### src/rtl/pll_seq_pkg.sv
package pll_seq_pkg;

  typedef enum logic [3:0] {
    S_IDLE, S_PERI_RD, S_PERI_WR, S_CFG_OSC, S_WAIT_OSC, S_PLL_OFF, S_PLL_RD,
    S_PLL_EN, S_POLL, S_WAIT_LOCK, S_CFG_RD, S_CFG_PLL, S_WAIT_SW
  } seq_state_t;

  localparam int SRC_LSB  = 16;
  localparam int AXI_LSB  = 8;
  localparam int APB_LSB  = 0;
  localparam int EN_BIT   = 31;
  localparam int LOCK_BIT = 28;

  localparam logic [1:0]  SRC_OSC = 2'd1;
  localparam logic [1:0]  SRC_PLL = 2'd2;
  localparam logic [31:0] SRC_MASK = 32'h3 << SRC_LSB;
  localparam logic [27:0] PERI_GOOD = 28'h0041811;
  localparam logic [31:0] PERI_WORD = 32'h8004_1811;

  function automatic logic [31:0] cfg_word(logic [1:0] src, int axi_div, int apb_div);
    logic [31:0] w;
    w = 32'(src) << SRC_LSB;
    w = w | ((32'(axi_div - 1) & 32'h3) << AXI_LSB);
    w = w | ((32'(apb_div - 1) & 32'h3) << APB_LSB);
    return w;
  endfunction

endpackage

### src/rtl/us_tick_gen.sv
module us_tick_gen #(
  parameter int CLK_PER_US = 50
) (
  input  logic clk,
  input  logic rst,
  input  logic clr,
  output logic tick
);
  localparam int PRE_W = (CLK_PER_US > 1) ? $clog2(CLK_PER_US) : 1;
  localparam logic [PRE_W-1:0] PRE_MAX = PRE_W'(CLK_PER_US - 1);

  logic [PRE_W-1:0] pre;

  always_ff @(posedge clk) begin
    if (rst || clr)        pre <= '0;
    else if (pre == PRE_MAX) pre <= '0;
    else                   pre <= pre + 1'b1;
  end

  assign tick = (pre == PRE_MAX) && !clr;

  generate
    if (CLK_PER_US > 1) begin : g_spaced
      p_tick_spaced_r4: assert property (@(posedge clk) disable iff (rst)
        tick |=> !tick);
    end
  endgenerate
endmodule

### src/rtl/us_delay.sv
module us_delay #(
  parameter int DLY_W = 16
) (
  input  logic             clk,
  input  logic             rst,
  input  logic             load,
  input  logic [DLY_W-1:0] load_val,
  input  logic             tick,
  output logic             zero
);
  logic [DLY_W-1:0] cnt;

  always_ff @(posedge clk) begin
    if (rst)                    cnt <= '0;
    else if (load)              cnt <= load_val;
    else if (tick && cnt != '0) cnt <= cnt - 1'b1;
  end

  assign zero = (cnt == '0);

  p_no_wrap_r4: assert property (@(posedge clk) disable iff (rst)
    (!load && zero) |=> zero);
endmodule

### src/rtl/seq_bus_port.sv
module seq_bus_port #(
  parameter int ADDR_W = 12,
  parameter int DATA_W = 32
) (
  input  logic              clk,
  input  logic              rst,
  input  logic              req,
  input  logic              req_write,
  input  logic [ADDR_W-1:0] req_addr,
  input  logic [DATA_W-1:0] req_wdata,
  output logic              ack,
  output logic [DATA_W-1:0] rsp_data,
  output logic              bus_valid,
  output logic              bus_write,
  output logic [ADDR_W-1:0] bus_addr,
  output logic [DATA_W-1:0] bus_wdata,
  input  logic              bus_ready,
  input  logic [DATA_W-1:0] bus_rdata
);
  always_ff @(posedge clk) begin
    if (rst) begin
      bus_valid <= 1'b0;
      bus_write <= 1'b0;
      bus_addr  <= '0;
      bus_wdata <= '0;
      ack       <= 1'b0;
      rsp_data  <= '0;
    end else begin
      ack <= 1'b0;
      if (bus_valid && bus_ready) begin
        bus_valid <= 1'b0;
        ack       <= 1'b1;
        if (!bus_write) rsp_data <= bus_rdata;
      end else if (req && !bus_valid) begin
        bus_valid <= 1'b1;
        bus_write <= req_write;
        bus_addr  <= req_addr;
        bus_wdata <= req_wdata;
      end
    end
  end

  p_hold_req_r10: assert property (@(posedge clk) disable iff (rst)
    (bus_valid && !bus_ready) |=> (bus_valid && $stable(bus_addr) &&
                                   $stable(bus_write) && $stable(bus_wdata)));

  p_single_out_r10: assert property (@(posedge clk) disable iff (rst)
    req |-> (!bus_valid && !ack));
endmodule

### src/rtl/pll_reprog_seq.sv
module pll_reprog_seq
  import pll_seq_pkg::*;
#(
  parameter int ADDR_W         = 12,
  parameter int DATA_W         = 32,
  parameter int CLK_PER_US     = 50,
  parameter int DLY_W          = 16,
  parameter int TMO_W          = 16,
  parameter logic [ADDR_W-1:0] PLL_ADDR  = 12'h000,
  parameter logic [ADDR_W-1:0] PERI_ADDR = 12'h028,
  parameter logic [ADDR_W-1:0] CFG_ADDR  = 12'h050,
  parameter logic [31:0] PLL_FACTOR    = 32'h0000_1010,
  parameter int AXI_DIV        = 3,
  parameter int APB_DIV        = 4,
  parameter int OSC_WAIT_US    = 20,
  parameter int LOCK_WAIT_US   = 20,
  parameter int SWITCH_WAIT_US = 1000
) (
  input  logic              clk,
  input  logic              rst,
  input  logic              start,
  input  logic [TMO_W-1:0]  lock_timeout_us,
  output logic              busy,
  output logic              done,
  output logic              error,
  output logic              bus_valid,
  output logic              bus_write,
  output logic [ADDR_W-1:0] bus_addr,
  output logic [DATA_W-1:0] bus_wdata,
  input  logic              bus_ready,
  input  logic [DATA_W-1:0] bus_rdata
);
  localparam logic [31:0] CFG_OSC_WORD = cfg_word(SRC_OSC, AXI_DIV, APB_DIV);
  localparam logic [31:0] EN_MASK      = 32'h1 << EN_BIT;
  localparam logic [DLY_W-1:0] OSC_LD  = DLY_W'(OSC_WAIT_US);
  localparam logic [DLY_W-1:0] LOCK_LD = DLY_W'(LOCK_WAIT_US);
  localparam logic [DLY_W-1:0] SW_LD   = DLY_W'(SWITCH_WAIT_US);

  seq_state_t state;
  logic              sent;
  logic              req, req_write, ack;
  logic [ADDR_W-1:0] req_addr;
  logic [DATA_W-1:0] req_wdata, rsp_data;
  logic              tmr_load, tick, tmr_zero, locked;
  logic [DLY_W-1:0]  tmr_val;
  logic              bus_state;

  seq_bus_port #(.ADDR_W(ADDR_W), .DATA_W(DATA_W)) u_port (
    .clk(clk), .rst(rst), .req(req), .req_write(req_write), .req_addr(req_addr),
    .req_wdata(req_wdata), .ack(ack), .rsp_data(rsp_data),
    .bus_valid(bus_valid), .bus_write(bus_write), .bus_addr(bus_addr),
    .bus_wdata(bus_wdata), .bus_ready(bus_ready), .bus_rdata(bus_rdata)
  );

  us_tick_gen #(.CLK_PER_US(CLK_PER_US)) u_tick (
    .clk(clk), .rst(rst), .clr(tmr_load), .tick(tick)
  );

  us_delay #(.DLY_W(DLY_W)) u_delay (
    .clk(clk), .rst(rst), .load(tmr_load), .load_val(tmr_val),
    .tick(tick), .zero(tmr_zero)
  );

  assign locked = rsp_data[LOCK_BIT];

  always_comb begin
    bus_state = 1'b1;
    req_write = 1'b0;
    req_addr  = '0;
    req_wdata = '0;
    case (state)
      S_PERI_RD: req_addr = PERI_ADDR;
      S_PERI_WR: begin req_write = 1'b1; req_addr = PERI_ADDR; req_wdata = DATA_W'(PERI_WORD); end
      S_CFG_OSC: begin req_write = 1'b1; req_addr = CFG_ADDR;  req_wdata = DATA_W'(CFG_OSC_WORD); end
      S_PLL_OFF: begin req_write = 1'b1; req_addr = PLL_ADDR;  req_wdata = DATA_W'(PLL_FACTOR & ~EN_MASK); end
      S_PLL_RD:  req_addr = PLL_ADDR;
      S_PLL_EN:  begin req_write = 1'b1; req_addr = PLL_ADDR;  req_wdata = rsp_data | DATA_W'(EN_MASK); end
      S_POLL:    req_addr = PLL_ADDR;
      S_CFG_RD:  req_addr = CFG_ADDR;
      S_CFG_PLL: begin
        req_write = 1'b1;
        req_addr  = CFG_ADDR;
        req_wdata = (rsp_data & ~DATA_W'(SRC_MASK)) | (DATA_W'(SRC_PLL) << SRC_LSB);
      end
      default:   bus_state = 1'b0;
    endcase
    req = bus_state && !sent;
  end

  always_comb begin
    tmr_load = 1'b0;
    tmr_val  = '0;
    if (ack) begin
      case (state)
        S_CFG_OSC: begin tmr_load = 1'b1; tmr_val = OSC_LD; end
        S_PLL_EN:  begin tmr_load = 1'b1; tmr_val = DLY_W'(lock_timeout_us); end
        S_POLL:    if (locked) begin tmr_load = 1'b1; tmr_val = LOCK_LD; end
        S_CFG_PLL: begin tmr_load = 1'b1; tmr_val = SW_LD; end
        default:   ;
      endcase
    end
  end

  always_ff @(posedge clk) begin
    if (rst) begin
      state <= S_IDLE;
      sent  <= 1'b0;
      busy  <= 1'b0;
      done  <= 1'b0;
      error <= 1'b0;
    end else begin
      done <= 1'b0;
      if (req)      sent <= 1'b1;
      else if (ack) sent <= 1'b0;
      case (state)
        S_IDLE: if (start) begin
          busy  <= 1'b1;
          error <= 1'b0;
          state <= S_PERI_RD;
        end
        S_PERI_RD: if (ack)
          state <= (rsp_data[27:0] != PERI_GOOD) ? S_PERI_WR : S_CFG_OSC;
        S_PERI_WR:  if (ack) state <= S_CFG_OSC;
        S_CFG_OSC:  if (ack) state <= S_WAIT_OSC;
        S_WAIT_OSC: if (tmr_zero) state <= S_PLL_OFF;
        S_PLL_OFF:  if (ack) state <= S_PLL_RD;
        S_PLL_RD:   if (ack) state <= S_PLL_EN;
        S_PLL_EN:   if (ack) state <= S_POLL;
        S_POLL: if (ack) begin
          if (locked) state <= S_WAIT_LOCK;
          else if (tmr_zero) begin
            state <= S_IDLE;
            busy  <= 1'b0;
            error <= 1'b1;
          end
        end
        S_WAIT_LOCK: if (tmr_zero) state <= S_CFG_RD;
        S_CFG_RD:    if (ack) state <= S_CFG_PLL;
        S_CFG_PLL:   if (ack) state <= S_WAIT_SW;
        S_WAIT_SW: if (tmr_zero) begin
          state <= S_IDLE;
          busy  <= 1'b0;
          done  <= 1'b1;
        end
        default: state <= S_IDLE;
      endcase
    end
  end

  p_done_pulse_r7: assert property (@(posedge clk) disable iff (rst)
    done |=> !done);

  p_done_quiet_r7: assert property (@(posedge clk) disable iff (rst)
    done |-> (!busy && !bus_valid && !error));

  p_err_quiet_r8: assert property (@(posedge clk) disable iff (rst)
    (error && !busy) |-> !bus_valid);

  p_busy_on_start_r11: assert property (@(posedge clk) disable iff (rst)
    (start && !busy) |=> busy);
endmodule

### config.mk
export PLATFORM = sky130hd
export DESIGN_NAME = pll_reprog_seq
export DESIGN_NICKNAME = d
export VERILOG_FILES = /design/src/rtl/pll_seq_pkg.sv /design/src/rtl/us_tick_gen.sv /design/src/rtl/us_delay.sv /design/src/rtl/seq_bus_port.sv /design/src/rtl/pll_reprog_seq.sv
export SDC_FILE = /design/constraint.sdc
export NUM_CORES = 1
export LEC_CHECK = 0
export CAP_MARGIN = 20
export CORE_MARGIN = 5
export CORE_UTILIZATION = 35
export DETAILED_ROUTE_END_ITERATION = 7
export HOLD_SLACK_MARGIN = 0.12
export SLEW_MARGIN = 20
export SYNTH_ARGS = -nofsm -noshare
export SYNTH_HDL_FRONTEND = slang
export SYNTH_SLANG_ARGS = --single-unit
### constraint.sdc
create_clock -name clk -period 3.42 [get_ports clk]
set_input_delay 0.342 -clock clk [delete_from_list [all_inputs] [get_ports clk]]
set_output_delay 0.342 -clock clk [all_outputs]
set_load 0.005 [all_outputs]
Word level (Yosys, flattened, before mapping)
Index checks and enable logic that the tools add are counted.
{"block": "totals", "wordCells": 117, "reg_bits": 109, "out_inout_bits": 49}
{"block": "op_classes", "n_bitwise": 3, "n_reduce_logical": 29, "eq_ne": 28, "add_sub_neg": 2, "n_mux": 42}
{"op": "case mux 32 bit (5 select lines)", "n": 1}
{"op": "case mux 16 bit (4 select lines)", "n": 1}
{"op": "2-to-1 mux 4 bit", "n": 14}
{"op": "case mux 4 bit (13 select lines)", "n": 1}
{"op": "2-to-1 mux 16 bit", "n": 3}
{"op": "inequality test 28 x 19 -> 1 bit (second input constant)", "n": 1}
{"op": "== test 4 bit (second input constant)", "n": 5}
{"op": "inequality test 2 x 1 -> 1 bit (second input constant)", "n": 9}
{"op": "2-to-1 mux 1 bit", "n": 17}
{"op": "== test 4 x 3 -> 1 bit (second input constant)", "n": 4}
{"op": "logical NOT 16 bit", "n": 1}
{"op": "nonzero test 16 bit", "n": 1}
{"op": "subtractor 16 x 1 -> 16 bit (second input constant)", "n": 1}
{"op": "case mux 7 bit (2 select lines)", "n": 1}
{"op": "AND reduction 12 bit", "n": 1}
{"op": "inequality test 2 bit (second input constant)", "n": 5}
{"op": "OR reduction 9 bit", "n": 1}
{"op": "== test 4 x 2 -> 1 bit (second input constant)", "n": 2}
{"op": "OR reduction 2 bit", "n": 4}
{"op": "adder 6 x 1 -> 6 bit (second input constant)", "n": 1}
{"op": "== test 6 bit (second input constant)", "n": 1}
{"op": "nonzero test 2 bit", "n": 3}
{"op": "OR reduction 3 bit", "n": 2}
{"op": "logical AND 1 bit", "n": 5}
{"op": "other kinds (13)", "n": 19}

Depth between registers and ports, before layout
Gate-level depths: netlist (run 1).
{"block": "depth", "word_depth": 9, "depth_mapped": 8, "ltp_nobuf": 7}

Hierarchy
From an unflattened synthesis (run 1), not the netlist that was laid out.
{"block": "unflattened", "cells_unflattened": 693, "hier_area_um2": 5531.6}
{"mod": "seq_bus_port", "cells_each": 344, "n_inst": 1, "area_each_um2": 2827.7, "seq_area_each_um2": 1581.5}
{"mod": "pll_reprog_seq", "cells_each": 192, "n_inst": 1, "area_each_um2": 1293.7, "seq_area_each_um2": 160.2}
{"mod": "us_delay", "cells_each": 130, "n_inst": 1, "area_each_um2": 1143.6, "seq_area_each_um2": 320.3}
{"mod": "us_tick_gen", "cells_each": 27, "n_inst": 1, "area_each_um2": 266.5, "seq_area_each_um2": 120.1}

Least setup slack after synthesis (run 1)
OpenSTA, ideal clock, no wires.
{"block": "synth_timing", "path_kind": "register -> register", "startpoint": "reg u_delay.cnt[0]", "endpoint": "reg u_delay.cnt[15]", "required_ps": 3303, "setup_slack_ps": 1680, "t_arrival_ps": 1624, "stages_incl_launch_ff": 9, "path_buffers": 1, "path_cell_list": "dfxtp_1 > inv_1 > ha_1 > nor4b_1 > and4_1 > buf_6 > o21ai_2 > nor2_1 > and4b_1"}
{"block": "synth_between", "elab_chain_len": 3}
{"element": "from (decl)", "line_no": "us_delay.sv:11", "source": "logic [DLY_W-1:0] cnt;"}
{"element": "from (signal assigned)", "line_no": "us_delay.sv:15", "source": "else if (load) cnt <= load_val;"}
{"element": "from (signal assigned)", "line_no": "us_delay.sv:16", "source": "else if (tick && cnt != '0) cnt <= cnt - 1'b1;"}
{"element": "subtractor 16 x 1 -> 16 bit or nonzero test 16 bit (tied branches)", "line_no": "us_delay.sv:16"}
{"element": "2-to-1 mux 16 bit or logical AND 1 bit (tied branches)", "line_no": "us_delay.sv:16"}
{"element": "2-to-1 mux 16 bit or nonzero test 2 bit (tied branches)"}
Parallel ways exist; a longest one is shown, timed or not. The select of a mux whose other input is x is not followed.
A chain may end at the register's enable or synchronous reset.

Final worst setup path (run 1)
{"block": "layout_timing", "startpoint": "reg state[2]", "endpoint": "reg u_delay.cnt[11]"}
{"block": "layout_between", "elab_chain_len": 8}
{"element": "from (decl)", "line_no": "pll_reprog_seq.sv:39", "source": "seq_state_t state;"}
{"element": "from (signal assigned)", "line_no": "pll_reprog_seq.sv:122", "source": "state <= (rsp_data[27:0] != PERI_GOOD) ? S_PERI_WR : S_CFG_OSC;"}
{"element": "== test 4 bit (tied with other cells)", "line_no": "pll_reprog_seq.sv:94", "source": "case (state)"}
{"element": "OR reduction 3 bit (no source line)"}
{"element": "case mux 1 bit (2 select lines)", "line_no": "pll_reprog_seq.sv:94"}
{"element": "2-to-1 mux 1 bit", "line_no": "pll_reprog_seq.sv:93", "source": "if (ack) begin"}
{"element": "logical NOT 1 bit", "line_no": "us_tick_gen.sv:20", "source": "assign tick = (pre == PRE_MAX) && !clr;"}
{"element": "logical AND 1 bit", "line_no": "us_tick_gen.sv:20"}
{"element": "logical AND 1 bit", "line_no": "us_delay.sv:16"}
{"element": "nonzero test 2 bit (no source line)"}
Parallel ways exist; a longest one is shown, timed or not.

==> run metrics, run 1 <==
Logic pwr share 0.121; top-count cell post-synth dfxtp_1; post-layout min period 2481 ps; mux cell area share after synthesis 0; number of buffers created by CTS 9; Avg Synthesized Cell Area 8.153 um2; Top Family by Delay on Critical Path simple AND/OR/NAND/NOR gates; top cells by area, synth dfxtp_1 43%, a21oi_1 7.2%, nand2_1 6.8%; Syn Inst Count 562; r2r worst-path depth 5; share of post-route cells with drive strength above 1 0.06529; main combinational cell family by area after synthesis simple AND/OR/NAND/NOR gates; clock sink count 99; I/O pin total 101; PostCTS Resize Cnt 0; post-CTS setup buffer count 0; die height 124.4 um; Synth area leader dfxtp_1; Ys Warns 0; Net count, final 680; number of synthesized flops with an enable pin 0; clock root cell clkbuf_16; Filler Cells Inserted 1302; Data arrival, critical path 2730 ps; Bufs on Longest Clock Path 2; Top FF cell, synth dfxtp_1; drt wl/cell 15.58 um; H-tree depth 3; Worst slew margin 0.4025; Post-DP HPWL 8.603 mm; WP data required 3670 ps; hold_buf cts 0; Reg power frac 0.486; simple-gate share of the synthesized area 0.2548; area of the multi-input gates 0.002321 mm2; Cell Rows 41; GRT Util Overall 0.1610; Critical path buffers and inverters 0; Seq cells post-synth 99; Seq. cell area 0.001982 mm2; pin count of the biggest net entering global routing 48; RSZ-0062 raised after global routing no; clk_lat worst skew 350 ps; Synth Area in Adders 0.01256; min-delay worst type primary input to flop; Pre-antenna DRT Iters 5; Pwr Total 2.561 mW; Post-synth top cells 99 x dfxtp_1, 83 x nand2_1, 69 x nor2_1; Hold Crit Start rst; area added between synthesis and finish 26.62%; CORE AREA 0.01272 mm2; dpl cells 786; number of global-route vias before repair 4133; TritonCTS clock tree yes; maxcap violations 0; number of routed nets with antenna violations 0; DR vias 4194; Final Hold Viols 0; Worst path slowest cell dfxtp_1; RR Startpoint state[2]$_SDFFE_PP0P_; post-route cell area 0.005802 mm2; outcome completed; Synth Cell Area 0.004582 mm2; final setup violating endpoints 0; sequential area share after synthesis 0.4326; total congestion overflow 0; peak supply drop 0.0002652 V; DRC violation count after routing 0; Worst-path clk slew 70 ps; Fmax 403.1 MHz; Final Skew 5.143 ps; antenna fix cells 0; post-synth top area share 0.4326; Synth Area in Compound Gates 0.2015; setup TNS 0 ps; kind of end point of the critical path flop; DR iter-0 viols 276; CP Launch Type flop; Die W 124.4 um; WHS 407.8 ps; final WL 12.46 mm; PwrDens 441.4 mW/mm2; port buffer count 92; final RePlAce weighted congestion 0.8771; Reg-to-Reg End u_delay.cnt[11]$_SDFFE_PP0P_; Hold EP u_delay.cnt[6]$_SDFFE_PP0P_; Initial Utilization 0.3601; WS Path Type flop to flop; worst hold stages 2; Layout Cells excl Fill 800; static leakage 1.926 nW; CP peak stage delay 830 ps; R2R Setup Slk 940 ps; net switching power figure 0.6680 mW; Sw Ratio 0.2609; Avg Vias per Cell 5.243; crit-path max FO 24; ys async rst share 0; Tcrit/Tclk final 0.7254; Placed Area 0.005513 mm2; distinct cell type count after synthesis 59; Slew Limit Fails 0; Critical Path, Cell by Cell nand2b_1, nor2_1, a22o_1, a21oi_1, nor4_2; die area 0.01548 mm2; Least-Margin Pin Slew 895.0 ps; first-pass GRT wire length 20.86 mm; xor and xnor area share after synthesis 0.03058; clock power share 0.393; Pint 1.893 mW; initial antenna violation count 0
power by group through the flow:
stage | registers (mW) | logic [mW] | clock network [mW]
after floorplan | 1.24 | 0.208 | 0
after global placement | 1.27 | 0.306 | 0
after detailed placement | 1.27 | 0.311 | 0
after CTS | 1.24 | 0.313 | 1.04
after global routing | 1.25 | 0.346 | 1.08
final | 1.24 | 0.311 | 1.01
routing by layer:
layer / up-vias / part of all wire / track usage
met1: 1971 / 0.47 / 0.2094
li1: 2093 / - / -
met2: 118 / 0.46 / 0.2592
met3: 12 / 0.052 / 0.05060
met5: - / 0 / 0
met4: 0 / 0.0091 / 0.04126
flip-flops by register name, summed over array words and instances (netlist names):
name,cells
state,4
u_port.ack,1
u_delay.cnt,16
u_port.bus_wdata,32
u_port.bus_addr,2
done,1
sent,1
u_port.bus_write,1
u_tick.pre,6
u_port.bus_valid,1
error,1
busy,1
u_port.rsp_data,32
cells by family after synthesis:
family | after synthesis
compound gates | 145
xor+xnor | 16
fa+ha+maj | 5
buf+inv | 62
flops | 99
other cells | 1
simple gates | 234
layout by cell type, fill, tap and decap left out, types with 7 or more instances in the layout:
cell	instances
xnor2_1	7
nor2_1	68
o21ai_0	14
nand3_1	9
inv_1	9
nor4b_1	7
clkbuf_16	9
a211oi_1	10
conb_1	8
a22oi_1	23
nand2_1	83
nor3_1	16
xor2_1	9
clkdlybuf4s50_1	91
a31oi_1	7
dfxtp_1	99
a21oi_1	66
layout make-up:
| type | count | area share |
|---|---|---|
| clock buffers | 9 | 0.03882 |
| repair buffers | 98 | 0.1656 |
| well taps | 172 | 0.03709 |
| flip-flops and latches | 99 | 0.3416 |
| clock inverters | 5 | 0.01100 |
| inverters | 9 | 0.005823 |
| multi-input cells | 408 | 0.4000 |
metrics by stage:
stage / setup WS [ps] / util
after global routing: 762.1 / 0.4560
after floorplan: 1680 / -
after CTS: 951.8 / 0.4560
after global placement: 1034 / 0.4333
final: 939.0 / 0.4560
after detailed placement: 995.5 / 0.4333
how the worst max path moves through the flow:
stage | start | to | cells after the start | slack (ps)
after floorplan | u_delay.cnt[0]$_SDFFE_PP0P_ | u_delay.cnt[15]$_SDFFE_PP0P_ | 8 | 1680
after global placement | state[2]$_SDFFE_PP0P_ | u_delay.cnt[11]$_SDFFE_PP0P_ | 5 | 1030
after detailed placement | state[3]$_SDFFE_PP0P_ | u_port.bus_wdata[16]$_SDFFE_PP0P_ | 6 | 1000
after CTS | state[3]$_SDFFE_PP0P_ | u_port.bus_wdata[11]$_SDFFE_PP0P_ | 5 | 950
after global routing | state[3]$_SDFFE_PP0P_ | u_port.bus_wdata[16]$_SDFFE_PP0P_ | 6 | 760
final | state[2]$_SDFFE_PP0P_ | u_delay.cnt[11]$_SDFFE_PP0P_ | 5 | 940
Note: power is estimated with default switching activity, not from simulation.
==> run 2, diff against run 1 <==
==> constraint.sdc (replaced) <==
create_clock -name clk -period 2.4 [get_ports clk]
set_input_delay 0.24 -clock clk [delete_from_list [all_inputs] [get_ports clk]]
set_output_delay 0.24 -clock clk [all_outputs]
set_load 0.005 [all_outputs]
==> run 2 against run 1 <==
Effect of this change:
- largest power group unchanged
- combinational power is 57% higher
- hold slack worse by 120 ps
- highest routed layer unchanged
- fmax is 15% higher
- critical path type unchanged
- sequential cell count stayed put
- cell area is 1.5% higher
- non-clock buffer count is 10 higher
- clock-buffer cell count is 2 higher
==> run metrics, run 2 (synthesis gave the netlist of run 1 again) <==
Final Util 0.4629 (was 0.4560); Cell Rows 41 (unchanged); pin count of the biggest net entering global routing 45 (was 48); PostCTS Resize Cnt 0 (unchanged); number of routed nets with antenna violations 0 (unchanged); Worst path slowest cell nor4b_1 (was dfxtp_1); Layout Cells excl Fill 812 (was 800); Post-DP HPWL 8.936 mm (was 8.603 mm); DR vias 4281 (was 4194); net switching power figure 0.9933 mW (was 0.6680 mW); area added between synthesis and finish 28.54% (was 26.62%); RSZ-0062 raised after global routing no (unchanged); Top Family by Delay on Critical Path simple AND/OR/NAND/NOR gates (unchanged); hold_buf cts 0 (unchanged); Pwr Total 3.659 mW (was 2.561 mW); WP data required 2660 ps (was 3670 ps); Initial Utilization 0.3601 (unchanged); Net count, final 690 (was 680); clk_lat worst skew 350 ps (about the same); outcome completed (unchanged); die area 0.01548 mm2 (unchanged); Pint 2.666 mW (was 1.893 mW); number of buffers created by CTS 9 (unchanged); Tcrit/Tclk final 0.8953 (was 0.7254); WS Path Type flop to flop (unchanged); min-delay worst type primary input to flop (unchanged); post-CTS setup buffer count 0 (unchanged); final RePlAce weighted congestion 0.8915 (was 0.8771); drt wl/cell 15.70 um (was 15.58 um); I/O pin total 101 (unchanged); peak supply drop 0.0005200 V (was 0.0002652 V); DRC violation count after routing 0 (unchanged); maxcap violations 0 (unchanged); Avg Vias per Cell 5.272 (was 5.243); CP Launch Type flop (unchanged); antenna fix cells 0 (unchanged); final setup violating endpoints 0 (unchanged); H-tree depth 3 (unchanged); Worst-path clk slew 70 ps (about the same); share of post-route cells with drive strength above 1 0.08125 (was 0.06529); Final Hold Viols 0 (unchanged); Data arrival, critical path 2410 ps (was 2730 ps); DR iter-0 viols 352 (was 276); leading cell type in the layout, fill and taps excluded dfxtp_1 (unchanged); Reg power frac 0.480 (was 0.486); clock root cell clkbuf_16 (unchanged); Sw Ratio 0.2714 (was 0.2609); Fmax 465.4 MHz (was 403.1 MHz); Critical path buffers and inverters 2 (was 0); commonest cells after routing, fill and taps aside 99 x dfxtp_1, 91 x clkdlybuf4s50_1, 83 x nand2_1 (unchanged); port buffer count 92 (unchanged); Slew Limit Fails 0 (unchanged); area of the multi-input gates 0.002321 mm2 (unchanged); final WL 12.75 mm (was 12.46 mm); first-pass GRT wire length 20.70 mm (was 20.86 mm); die height 124.4 um (unchanged); post-route cell area 0.005889 mm2 (was 0.005802 mm2); Placed Area 0.005600 mm2 (was 0.005513 mm2); Filler Cells Inserted 1305 (was 1302); clock sink count 99 (unchanged); setup TNS 0 ps (unchanged); clock power share 0.387 (was 0.393); Bufs on Longest Clock Path 2 (unchanged); Final Skew 6.313 ps (was 5.143 ps); met2 usage 0.2551 (was 0.2592); initial antenna violation count 0 (unchanged); number of global-route vias before repair 4080 (was 4133); total congestion overflow 0 (unchanged); Critical Path, Cell by Cell inv_1, ha_1, nor4b_1, and4_1, buf_4, nor4b_2, xnor2_1, a211oi_1 (was nand2b_1, nor2_1, a22o_1, a21oi_1, nor4_2); CORE AREA 0.01272 mm2 (unchanged); Least-Margin Pin Slew 719.4 ps (was 895.0 ps); static leakage 1.980 nW (was 1.926 nW); Die W 124.4 um (unchanged); top flop regs u_port.bus_wdata (32), u_port.rsp_data (32), u_delay.cnt (16) (unchanged); dpl cells 796 (was 786); GRT Util Overall 0.1618 (was 0.1610); TritonCTS clock tree yes (unchanged); PwrDens 621.4 mW/mm2 (was 441.4 mW/mm2); routing usage on met1 0.2068 (was 0.2094); Logic pwr share 0.133 (was 0.121); crit-path max FO 6 (was 24); Worst slew margin 0.5160 (was 0.4025); CP peak stage delay 400 ps (was 830 ps); Seq. cell area 0.001982 mm2 (unchanged); Pre-antenna DRT Iters 5 (unchanged); kind of end point of the critical path flop (unchanged); post-layout min period 2149 ps (was 2481 ps); met3 GRT Util 0.06346 (was 0.05060); GR peak layer met2 (unchanged)
## run 2: cell type report
cell class	instances	share of cell area
clock buffer	11	0.04122
clock inverter	5	0.007861
inverter	9	0.005736
multi-input combinational	408	0.3941
sequential	99	0.3365
tap	172	0.03654
timing repair buffer	108	0.1780
## run 2: per-layer routing
layer / share of wire / vias up
met3: 0.061 / 14
met4: 0.014 / 0
met2: 0.47 / 111
li1: - / 2112
met5: 0 / -
met1: 0.46 / 2044
## run 2: power groups by stage
stage                     registers [mW]  clock network [mW]  logic, mW
after detailed placement            1.80                   0      0.487
after global placement              1.79                   0      0.486
after CTS                           1.76                1.46      0.490
after global routing                1.77                1.53      0.540
final                               1.76                1.42      0.487
after floorplan                     1.77                   0      0.296
## run 2: final timing paths
path,start,to,slack (ps),cells past startpoint
worst max register to register,u_delay.cnt[0]$_SDFFE_PP0P_,u_delay.cnt[3]$_SDFFE_PP0P_,250,8
worst min-delay path,rst,u_delay.cnt[6]$_SDFFE_PP0P_,280,2
worst max-delay path,u_delay.cnt[0]$_SDFFE_PP0P_,u_delay.cnt[3]$_SDFFE_PP0P_,250,8
worst min register to register,u_port.rsp_data[29]$_SDFFE_PP0P_,u_port.rsp_data[29]$_SDFFE_PP0P_,460,2
## run 2: metrics by stage
| stage | worst slack, ps | hold slack (ps) |
|---|---|---|
| after floorplan | 659.5 | 350.1 |
| after global placement | 391.9 | 442.8 |
| after detailed placement | 260.3 | 449.5 |
| after CTS | 236.8 | 275.2 |
| after global routing | 63.66 | 297.1 |
| final | 251.4 | 283.8 |
